## src/rtl/busrd_pkg.sv

```systemverilog
package busrd_pkg;
  typedef enum logic [1:0] {
    ST_IDLE  = 2'd0,
    ST_WAIT  = 2'd1,
    ST_REQ   = 2'd2,
    ST_BURST = 2'd3
  } busrd_st_t;

  localparam logic [3:0] CMD_MEM_RD = 4'b0110;
  localparam logic [3:0] CMD_IO_RD  = 4'b0010;
endpackage

```

## src/rtl/busrd_lane.sv

```systemverilog
// Per-phase byte lane logic: byte enables, byte count of the phase, optional swap.
module busrd_lane #(
  parameter int DW    = 32,
  parameter int CNT_W = 15,
  localparam int BYTES = DW / 8,
  localparam int OFF_W = $clog2(BYTES)
) (
  input  logic [OFF_W-1:0] off,
  input  logic [CNT_W-1:0] cnt,
  input  logic             swap,
  input  logic [DW-1:0]    din,
  output logic [BYTES-1:0] be,
  output logic [OFF_W:0]   nbytes,
  output logic [DW-1:0]    dout
);
  logic [OFF_W:0] avail;

  always_comb begin
    avail = (OFF_W+1)'(BYTES) - {1'b0, off};
    if (cnt < CNT_W'(avail)) nbytes = cnt[OFF_W:0];
    else                     nbytes = avail;
  end

  always_comb begin
    for (int i = 0; i < BYTES; i++)
      be[i] = (i >= int'(off)) && (i < int'(off) + int'(nbytes));
  end

  for (genvar g = 0; g < BYTES; g++) begin : g_lane
    assign dout[8*g +: 8] = swap ? din[8*(BYTES-1-g) +: 8] : din[8*g +: 8];
  end
endmodule

```

## src/rtl/busrd_limits.sv

```systemverilog
// Burst limit tracking: data-phase limit, FIFO credit, latency timer.
module busrd_limits #(
  parameter int PH_W   = 8,
  parameter int LT_W   = 8,
  parameter int FREE_W = 9
) (
  input  logic              clk,
  input  logic              rst,
  input  logic              load,
  input  logic              run,
  input  logic              acc,
  input  logic [PH_W-1:0]   max_phases,
  input  logic [LT_W-1:0]   lat_init,
  input  logic [FREE_W-1:0] free_words,
  input  logic              gnt,
  output logic              lim_hit,
  output logic              lt_expired
);
  logic [PH_W-1:0]   ph_q;
  logic [FREE_W-1:0] cr_q;
  logic [LT_W-1:0]   lt_q;
  logic [PH_W-1:0]   ph_n;
  logic [FREE_W-1:0] cr_n;

  assign ph_n       = ph_q + 1'b1;
  assign cr_n       = cr_q - 1'b1;
  assign lim_hit    = acc && ((ph_n == max_phases) || (cr_n == '0));
  assign lt_expired = run && (lt_q == '0) && !gnt;

  always_ff @(posedge clk) begin
    if (rst) begin
      ph_q <= '0;
      cr_q <= '0;
      lt_q <= '0;
    end else if (load) begin
      ph_q <= '0;
      cr_q <= free_words;
      lt_q <= lat_init;
    end else if (run) begin
      if (acc) begin
        ph_q <= ph_n;
        cr_q <= cr_n;
      end
      if (lt_q != '0) lt_q <= lt_q - 1'b1;
    end
  end

  // an accepted phase always has reserved FIFO room left
  a_r7_credit_left: assert property (@(posedge clk) disable iff (rst)
    acc |-> (cr_q != '0));
  // the timer never counts while no burst runs
  a_r9_timer_frozen: assert property (@(posedge clk) disable iff (rst)
    (!run && !load && !$past(load) && !$past(run)) |=> $stable(lt_q));
endmodule

```

## src/rtl/busrd_dma_ctrl.sv

```systemverilog
module busrd_dma_ctrl #(
  parameter int AW        = 32,
  parameter int DW        = 32,
  parameter int MAX_BYTES = 16384,
  parameter int CNT_W     = $clog2(MAX_BYTES) + 1,
  parameter int FREE_W    = 9,
  parameter int START_ROOM = 16,
  parameter int PH_W      = 8,
  parameter int LT_W      = 8,
  localparam int BYTES    = DW / 8,
  localparam int OFF_W    = $clog2(BYTES)
) (
  input  logic              clk,
  input  logic              rst,
  input  logic              desc_start,
  input  logic [AW-1:0]     desc_addr,
  input  logic [CNT_W-1:0]  desc_bytes,
  input  logic              desc_io,
  input  logic              desc_swap,
  input  logic [PH_W-1:0]   max_phases,
  input  logic [LT_W-1:0]   lat_init,
  input  logic [FREE_W-1:0] fifo_free,
  output logic              fifo_wr,
  output logic [DW-1:0]     fifo_wdata,
  output logic [BYTES-1:0]  fifo_wbe,
  output logic              bus_req,
  input  logic              bus_gnt,
  output logic              bus_frame,
  output logic [3:0]        bus_cmd,
  output logic [AW-1:0]     bus_addr,
  output logic [BYTES-1:0]  bus_be,
  input  logic              bus_ack,
  input  logic [DW-1:0]     bus_data,
  input  logic              bus_term,
  input  logic              bus_abort,
  output logic              busy,
  output logic              done,
  output logic              done_flag,
  output logic              error
);
  import busrd_pkg::*;

  busrd_st_t         st_q;
  logic [AW-1:0]     addr_q;
  logic [CNT_W-1:0]  cnt_q;
  logic              io_q;
  logic              swap_q;

  logic [BYTES-1:0]  lane_be;
  logic [OFF_W:0]    lane_nb;
  logic [DW-1:0]     lane_data;
  logic [CNT_W-1:0]  cnt_n;
  logic [CNT_W-1:0]  start_cnt;
  logic              acc;
  logic              grant_edge;
  logic              lim_hit;
  logic              lt_expired;
  logic              stop;

  busrd_lane #(.DW(DW), .CNT_W(CNT_W)) u_lane (
    .off    (addr_q[OFF_W-1:0]),
    .cnt    (cnt_q),
    .swap   (swap_q),
    .din    (bus_data),
    .be     (lane_be),
    .nbytes (lane_nb),
    .dout   (lane_data)
  );

  assign acc        = (st_q == ST_BURST) && bus_ack && !bus_abort;
  assign grant_edge = (st_q == ST_REQ) && bus_gnt;

  busrd_limits #(.PH_W(PH_W), .LT_W(LT_W), .FREE_W(FREE_W)) u_limits (
    .clk        (clk),
    .rst        (rst),
    .load       (grant_edge),
    .run        (st_q == ST_BURST),
    .acc        (acc),
    .max_phases (max_phases),
    .lat_init   (lat_init),
    .free_words (fifo_free),
    .gnt        (bus_gnt),
    .lim_hit    (lim_hit),
    .lt_expired (lt_expired)
  );

  assign cnt_n     = cnt_q - CNT_W'(lane_nb);
  assign stop      = bus_term || lt_expired || lim_hit;
  assign start_cnt = (desc_bytes > CNT_W'(MAX_BYTES)) ? CNT_W'(MAX_BYTES) : desc_bytes;

  always_ff @(posedge clk) begin
    if (rst) begin
      st_q       <= ST_IDLE;
      addr_q     <= '0;
      cnt_q      <= '0;
      io_q       <= 1'b0;
      swap_q     <= 1'b0;
      fifo_wr    <= 1'b0;
      fifo_wdata <= '0;
      fifo_wbe   <= '0;
      done       <= 1'b0;
      done_flag  <= 1'b0;
      error      <= 1'b0;
    end else begin
      fifo_wr <= 1'b0;
      done    <= 1'b0;
      case (st_q)
        ST_IDLE: if (desc_start) begin
          addr_q    <= desc_addr;
          cnt_q     <= start_cnt;
          io_q      <= desc_io;
          swap_q    <= desc_swap;
          error     <= 1'b0;
          done_flag <= 1'b0;
          if (start_cnt == '0) begin
            done      <= 1'b1;
            done_flag <= 1'b1;
          end else begin
            st_q <= ST_WAIT;
          end
        end
        ST_WAIT: if (fifo_free >= FREE_W'(START_ROOM)) st_q <= ST_REQ;
        ST_REQ:  if (bus_gnt) st_q <= ST_BURST;
        ST_BURST: begin
          if (acc) begin
            addr_q     <= {addr_q[AW-1:OFF_W], {OFF_W{1'b0}}} + AW'(BYTES);
            cnt_q      <= cnt_n;
            fifo_wr    <= 1'b1;
            fifo_wdata <= lane_data;
            fifo_wbe   <= lane_be;
          end
          if (bus_abort) begin
            st_q  <= ST_IDLE;
            error <= 1'b1;
          end else if (acc && cnt_n == '0) begin
            st_q      <= ST_IDLE;
            done      <= 1'b1;
            done_flag <= 1'b1;
          end else if (stop) begin
            st_q <= ST_WAIT;
          end
        end
        default: st_q <= ST_IDLE;
      endcase
    end
  end

  assign busy      = (st_q != ST_IDLE);
  assign bus_req   = (st_q == ST_REQ) || (st_q == ST_BURST);
  assign bus_frame = (st_q == ST_BURST);
  assign bus_addr  = addr_q;
  assign bus_be    = bus_frame ? lane_be : '0;
  assign bus_cmd   = io_q ? CMD_IO_RD : CMD_MEM_RD;

  // a request is raised only after enough FIFO room was seen
  a_r1_room_before_req: assert property (@(posedge clk) disable iff (rst)
    $rose(bus_req) |-> ($past(fifo_free) >= FREE_W'(START_ROOM)));
  // the remaining count never exceeds the cap
  a_r2_count_capped: assert property (@(posedge clk) disable iff (rst)
    busy |-> (cnt_q <= CNT_W'(MAX_BYTES)));
  // phases after an accepted one are word aligned
  a_r4_aligned_after_acc: assert property (@(posedge clk) disable iff (rst)
    (bus_frame && $past(bus_frame && bus_ack && !bus_abort)) |-> (bus_addr[OFF_W-1:0] == '0));
  // every phase of a burst enables at least one lane
  a_r5_lanes_present: assert property (@(posedge clk) disable iff (rst)
    bus_frame |-> (bus_be != '0));
  // completion leaves nothing to move
  a_r10_done_empty: assert property (@(posedge clk) disable iff (rst)
    done |-> (!busy && cnt_q == '0));
  // an abort ends the operation with an error
  a_r11_abort_ends: assert property (@(posedge clk) disable iff (rst)
    $past(bus_frame && bus_abort) |-> (error && !busy));
endmodule

```

## config.mk

```make
export PLATFORM = sky130hd
export DESIGN_NAME = busrd_dma_ctrl
export DESIGN_NICKNAME = d
export VERILOG_FILES = /design/src/rtl/busrd_pkg.sv /design/src/rtl/busrd_lane.sv /design/src/rtl/busrd_limits.sv /design/src/rtl/busrd_dma_ctrl.sv
export SDC_FILE = /design/constraint.sdc
export NUM_CORES = 1
export LEC_CHECK = 0
export ABC_CLOCK_PERIOD_IN_PS = 12200
export BUFFER_PORTS_ARGS = -buffer_cell sky130_fd_sc_hd__buf_2
export CORE_ASPECT_RATIO = 0.6
export CORE_UTILIZATION = 45
export CTS_CLUSTER_SIZE = 16
export DETAILED_ROUTE_END_ITERATION = 6
export PLACE_DENSITY = 0.73
export SETUP_SLACK_MARGIN = 0.02
export SLEW_MARGIN = 25
export SYNTH_ARGS = -nofsm -noshare
export SYNTH_HDL_FRONTEND = slang
export SYNTH_SLANG_ARGS = --single-unit
export TNS_END_PERCENT = 5
```

## constraint.sdc

```tcl
create_clock -name clk -period 12.2 [get_ports clk]
set_input_delay 2.44 -clock clk [delete_from_list [all_inputs] [get_ports clk]]
set_output_delay 2.44 -clock clk [all_outputs]
set_load 0.01 [all_outputs]
```

Word-level counts from Yosys, hierarchy flattened

Index checks and enable logic that the tools add are counted.

Order comparisons: 10
Add/subtract/negate cells: 7
Reduce and logical (&&, ||, !) cells: 37
Bitwise gates (word level): 1
Equal/unequal tests: 13
Muxes and demuxes: 41

Operators with widths:

| kind                  | count |
|---|---|
| $lt 3x32->1 const A   | 2 |
| $mux 32               | 2 |
| $pmux 32 s2           | 1 |
| $mux 8                | 7 |
| $mux 15               | 3 |
| $add 32x3->32 const B | 1 |
| $lt 1x32->1 const A   | 1 |
| $lt 2x32->1 const A   | 1 |
| $logic_not 15->1      | 2 |
| $pmux 15 s2           | 1 |
| $mux 9                | 3 |
| $gt 15x15->1 const B  | 1 |
| $lt 15x3->1           | 1 |
| $sub 15x3->15         | 1 |
| $mux 2                | 7 |
| $logic_and 1x1->1     | 10 |
| $mux 1                | 10 |
| $ne 2x2->1 const B    | 5 |
| $reduce_bool 2->1     | 5 |
| $ge 9x5->1 const B    | 1 |
| $logic_not 9->1       | 1 |
| $sub 9x1->9 const B   | 1 |
| $add 8x1->8 const B   | 1 |
| $eq 8x8->1            | 1 |
| 24 further kinds      | 40 |

Logic and storage cells: 123
Output and inout bits: 83
Input port bits: 113
Flip-flop bits (word level): 116

Logic depth before layout (Yosys ltp)

Depth after elaboration: 9
Mapped depth: 22
Depth with buffers taken out: 20

Modules after synthesis

A second synthesis with hierarchy kept.

Cell total of the unflattened synthesis: 916
Area, all modules: 7234.4 um^2

Modules (own cells, without submodules):

| module         | area each (um^2) | seq. area each (um^2) | cells each | times used |
|---|---|---|---|---|
| busrd_dma_ctrl | 4923.5           | 1821.7                | 640        | 1 |
| busrd_limits   | 1592.8           | 500.5                 | 197        | 1 |
| busrd_lane     | 718.2            | 0.0                   | 79         | 1 |

Least setup slack after synthesis

OpenSTA, ideal clock, no wires.

Kind: flip-flop to output port
From: reg addr_q[1] (netlist: bus_addr[1])
To: out bus_be[1]
Slack: 6085 ps
Stages on the path, launching flop included: 19
Arrival time: 3675 ps
Path through: dfxtp_1 inv_1 ha_1 clkbuf_1 clkinv_1 ha_1 a211oi_2 o211ai_1 nor2_1 nand2_1 o21ai_0 ha_1 inv_1 fa_1 a211oi_1 mux2_2 nand2_1 o21a_1 and2_1

Longest elaborated chain between the ends: 7
Elaborated cells between the ends (all ways): 8

RTL lines:

| what                   | line                  | source |
|---|---|---|
| from (decl)            | busrd_dma_ctrl.sv:44  | `logic [AW-1:0] addr_q;` |
| from (signal assigned) | busrd_dma_ctrl.sv:109 | `addr_q <= desc_addr;` |
| from (signal assigned) | busrd_dma_ctrl.sv:126 | `addr_q <= {addr_q[AW-1:OFF_W], {OFF_W{1'b0}}} + AW'(BYTES);` |
| $sub 3x2->3            | busrd_lane.sv:19      | `avail = (OFF_W+1)'(BYTES) - {1'b0, off};` |
| $lt 15x3->1            | busrd_lane.sv:20      | `if (cnt < CNT_W'(avail)) nbytes = cnt[OFF_W:0];` |
| $mux 3                 | busrd_lane.sv:20      |  |
| $add 2x3->4            | busrd_lane.sv:26      | `be[i] = (i >= int'(off)) && (i < int'(off) + int'(nbytes));` |
| $lt 2x32->1            | busrd_lane.sv:26      |  |
| $logic_and 1x1->1 (*)  | busrd_lane.sv:26      |  |
| $mux 4 (*)             | busrd_dma_ctrl.sv:152 | `assign bus_be = bus_frame ? lane_be : '0;` |
| to (decl)              | busrd_dma_ctrl.sv:31  | `output logic [BYTES-1:0] bus_be,` |

Every way passes the cells marked *; elsewhere a longest branch is shown, timed or not.

Worst setup path after layout

Same ends and word-level chain as after synthesis.

==> flow_summary_export.csv <==
group,metric,value,unit
critical_path,startpoint_type,"register",
detailed_routing,drt-initial-drc-count,499,
sta,fin_ws,4.92,ns
logic_synthesis,synth_edf_count,0,
placed_design,dp_hpwl,14.3,mm
grt,grt_pass1_vias,6362,
job,maxCapViolations,0,
logic_synthesis,ys_ff_latch,116,
critical_path,rr_worst_depth,18,
clock_network,clockBufferDepth,2,
critical_path,cp_data_arrival_time,4.84,ns
grt,antenna_found_initial,0,
final_layout,fin_nets,1180,
pwr,pwr-share-comb,0.493,
critical_path,r2r_start,"bus_addr[1]",
critical_path,r2r_slack,6.26,ns
critical_path,crit_type,"reg2out",
logic_synthesis,synth_warnings,0,
final_layout,area_growth_syn_to_layout,22.7,%
grt,gr-total-overflow,0,
detailed_routing,drc_errors,0,
sta,fmax,137,MHz
clock_network,cts_sinks,116,
floorplan,rows,34,
critical_path,path_depth,17,
sta,finalCritPeriodShare,0.597,
clock_network,cts_setup_buffers,0,
critical_path,critPathRequiredTime,9.76,ns
logic_synthesis,syn_area_per_cell,7.84,um^2
detailed_routing,wl_per_cell,16.1,um
detailed_routing,drtPass1Iterations,5,
placed_design,port_buffers,192,
sta,final-hold-violation-count,0,
sta,skew,0.0138,ns
clock_network,htreeDepth,4,
critical_path,endpoint,"bus_be[1]",
pwr,p_clk_frac,0.233,
final_layout,regArea,2320,um^2
pwr,power.switching,965,uW
critical_path,crit_fanout,10,
critical_path,cp_top_family,"adder cells",
floorplan,die_w,163,um
floorplan,die_h,98.6,um
detailed_routing,ant_nets,0,
critical_path,path_buf_inv,4,
final_layout,multiInputGateArea,4320,um^2
clock_network,path_clk_slew,0.06,ns
hold_path,hp-class,"reg2reg",
pwr,irDropWorstVdd,0.122,mV
final_layout,diodes,0,
grt,gr-usage-all-layers,0.254,
detailed_routing,via_count,7089,
pwr,seqPwrFrac,0.273,
logic_synthesis,ys_types,64,
clock_network,cts_buffers,17,
pwr,internal_power,1190,uW
clock_network,hold_buffers,0,
sta,max_slew_margin,0.354,
detailed_routing,drt-total-wl,20.3,mm
grt,grt_first_pass_wirelength,32.7,mm
grt,grt_max_degree,83,
critical_path,critical_path.max_stage_delay,0.58,ns
sta,finalSetupTns,0,ns
floorplan,fp.dieArea,16100,um^2
logic_synthesis,syn_area,7010,um^2
floorplan,num_io_pins,196,
critical_path,path_common_cell,"ha_1",
sta,post-route-min-period,7.28,ns
sta,rsz0062_at_grt,"no",
pwr,leakage,0.00344,uW
logic_synthesis,seq_area_frac_synth,0.331,
critical_path,crit_slowest_cell,"o211ai_1",
critical_path,cp-end-kind,"output pin",
pwr,powerDensity,250,nW/um^2
clock_network,clock_latency,0.41,ns
floorplan,start_util,0.472,
floorplan,core,14800,um^2
logic_synthesis,synthFlopType,"dfxtp_1",
sta,setup_viol,0,
logic_synthesis,syn-instance-count,894,
clock_network,cts_root_buffer,"clkbuf_16",
placed_design,gp_congestion,0.949,
critical_path,cp_cell_sequence,"inv_1 -> ha_1 -> clkinv_1 -> ha_1 -> nand2_1 -> o211ai_1 -> nor2_1 -> o21ai_0 -> ha_1 -> inv_1 -> fa_1 -> a211oi_1 -> mux2_2 -> nand2_1 -> o21a_1 -> and2_1 -> buf_2",
critical_path,crit_path_start,"bus_addr[1]",
sta,tightest_slew,0.970,ns
critical_path,rr_endpoint,"done_flag",
placed_design,pre_cts_slack,5.48,ns
pwr,switching_share,0.449,
clock_network,cts_resized,0,
sta,slew_viol_final,0,
clock_network,cts_tree,"done",
final_layout,layout-drive-gt1-share,0.234,
final_layout,fillers,1418,
status,outcome,"complete, no violations",
detailed_routing,viasPerCell,5.64,
logic_synthesis,async_flop_share,0,
## layout by cell type (no fill, tap or decap), types with 4 or more instances in the layout
cell,n
buf_2,191
dfxtp_1,115
nor2_1,114
nand2_1,74
a211oi_1,70
a21oi_1,53
o21ai_0,45
mux2i_1,43
nor3_1,29
inv_1,27
nand3_1,26
xnor2_1,17
ha_1,17
clkbuf_16,17
xor2_1,16
nor4_1,15
or3_1,13
nand4_1,12
a22oi_1,9
nor2b_1,7
a21o_1,7
a31oi_1,7
buf_4,7
o211ai_1,6
and2_1,6
a221oi_1,6
o31ai_1,6
o22ai_1,6
and3_1,5
or4_1,5
nor3b_1,5
and4_1,5
clkinvlp_4,5
a222oi_1,4
nand3b_1,4
inv_6,4
## cells in the mapped netlist (6+ instances only)
cell type / n / share of area
nor2b_1: 7 / 0.0063
xnor2_1: 17 / 0.021
inv_1: 27 / 0.014
nor3_1: 29 / 0.021
a221oi_1: 6 / 0.0075
o22ai_1: 6 / 0.0054
o211ai_1: 6 / 0.0064
or3_1: 13 / 0.012
nand2_1: 75 / 0.040
clkbuf_1: 53 / 0.028
a21oi_1: 53 / 0.038
mux2i_1: 43 / 0.061
o31ai_1: 6 / 0.0064
and2_1: 7 / 0.0063
a21o_1: 7 / 0.0075
a31oi_1: 7 / 0.0063
nand3_1: 26 / 0.019
o21ai_0: 46 / 0.033
dfxtp_1: 116 / 0.33
xor2_1: 16 / 0.020
nor4_1: 15 / 0.013
nor2_1: 114 / 0.061
ha_1: 18 / 0.032
a211oi_1: 70 / 0.075
a22oi_1: 9 / 0.0096
nand4_1: 12 / 0.011
## how the worst min path moves through the flow
stage                       end  cells past startpoint  slack, ns         from
floorplan                  io_q                      2       0.44         io_q
global placement    fifo_wbe[1]                      2       0.44  fifo_wbe[1]
detailed placement  fifo_wbe[2]                      2       0.45  fifo_wbe[2]
CTS                 fifo_wbe[2]                      2       0.45  fifo_wbe[2]
global route        fifo_wbe[2]                      2       0.47  fifo_wbe[2]
finish              fifo_wbe[2]                      2       0.45  fifo_wbe[2]
## metrics by stage
stage | cell area, um^2 | util | instances | power [uW] | hold slack (ns)
finish | 8600 | 0.579 | 1257 | 2150 | 0.453
global route | 8600 | 0.579 | 1257 | 2310 | 0.471
CTS | 8590 | 0.579 | 1257 | 2140 | 0.453
detailed placement | 8000 | 0.539 | 1226 | 1630 | 0.445
global placement | 8000 | 0.539 | 1226 | 1630 | 0.444
floorplan | 7010 | - | 895 | 1360 | 0.436
## routing by layer
layer  global-route usage  share of wire  vias up
met3               0.0606          0.077       13
met4               0.0482         0.0067        0
met1                0.387           0.51     3238
met5                    0              0        -
met2                0.357           0.41      268
li1                     -              -     3570
## cells by family (layout without fill, tap and decap cells)
group	Yosys count	count (layout)	share of synthesized area
XOR/XNOR	33	33	0.0413
multiplexers	46	46	0.0663
buffers and inverters	94	258	0.0543
flip-flops	116	116	0.331
AO/OA/AOI/OAI	248	248	0.236
AND/OR/NAND/NOR	335	335	0.231
other	2	3	0.00107
adder cells (fa/ha/maj)	20	20	0.0379
## worst min-delay path: stages, from the launching register on
cell and delay, ns:
dfxtp_1 0.30, nand2_1 0.05, a21oi_1 0.05
## area by class of cell
type / count / area share
Inverter: 29 / 0.0127
Sequential cell: 116 / 0.270
Multi-Input combinational cell: 685 / 0.502
Timing Repair Buffer: 198 / 0.117
Clock inverter: 13 / 0.0175
Clock buffer: 18 / 0.0511
Tap cell: 198 / 0.0288
## registers in the layout, indices dropped and copies added (netlist names)
register,count
fifo_wdata,32
bus_addr,32
swap_q,1
u_limits.lt_q,8
cnt_q,15
u_limits.ph_q,8
u_limits.cr_q,9
st_q,2
done,1
fifo_wbe,4
error,1
fifo_wr,1
done_flag,1
io_q,1
## power by group through the flow
stage | combinational, uW | sequential [uW] | clock, uW
after global routing | 1180 | 604 | 529
after CTS | 1050 | 585 | 509
after detailed placement | 1040 | 591 | 0
final | 1060 | 588 | 502
after floorplan | 785 | 570 | 0
after global placement | 1040 | 589 | 0
No activity file was read; power rests on OpenSTA's default activity.
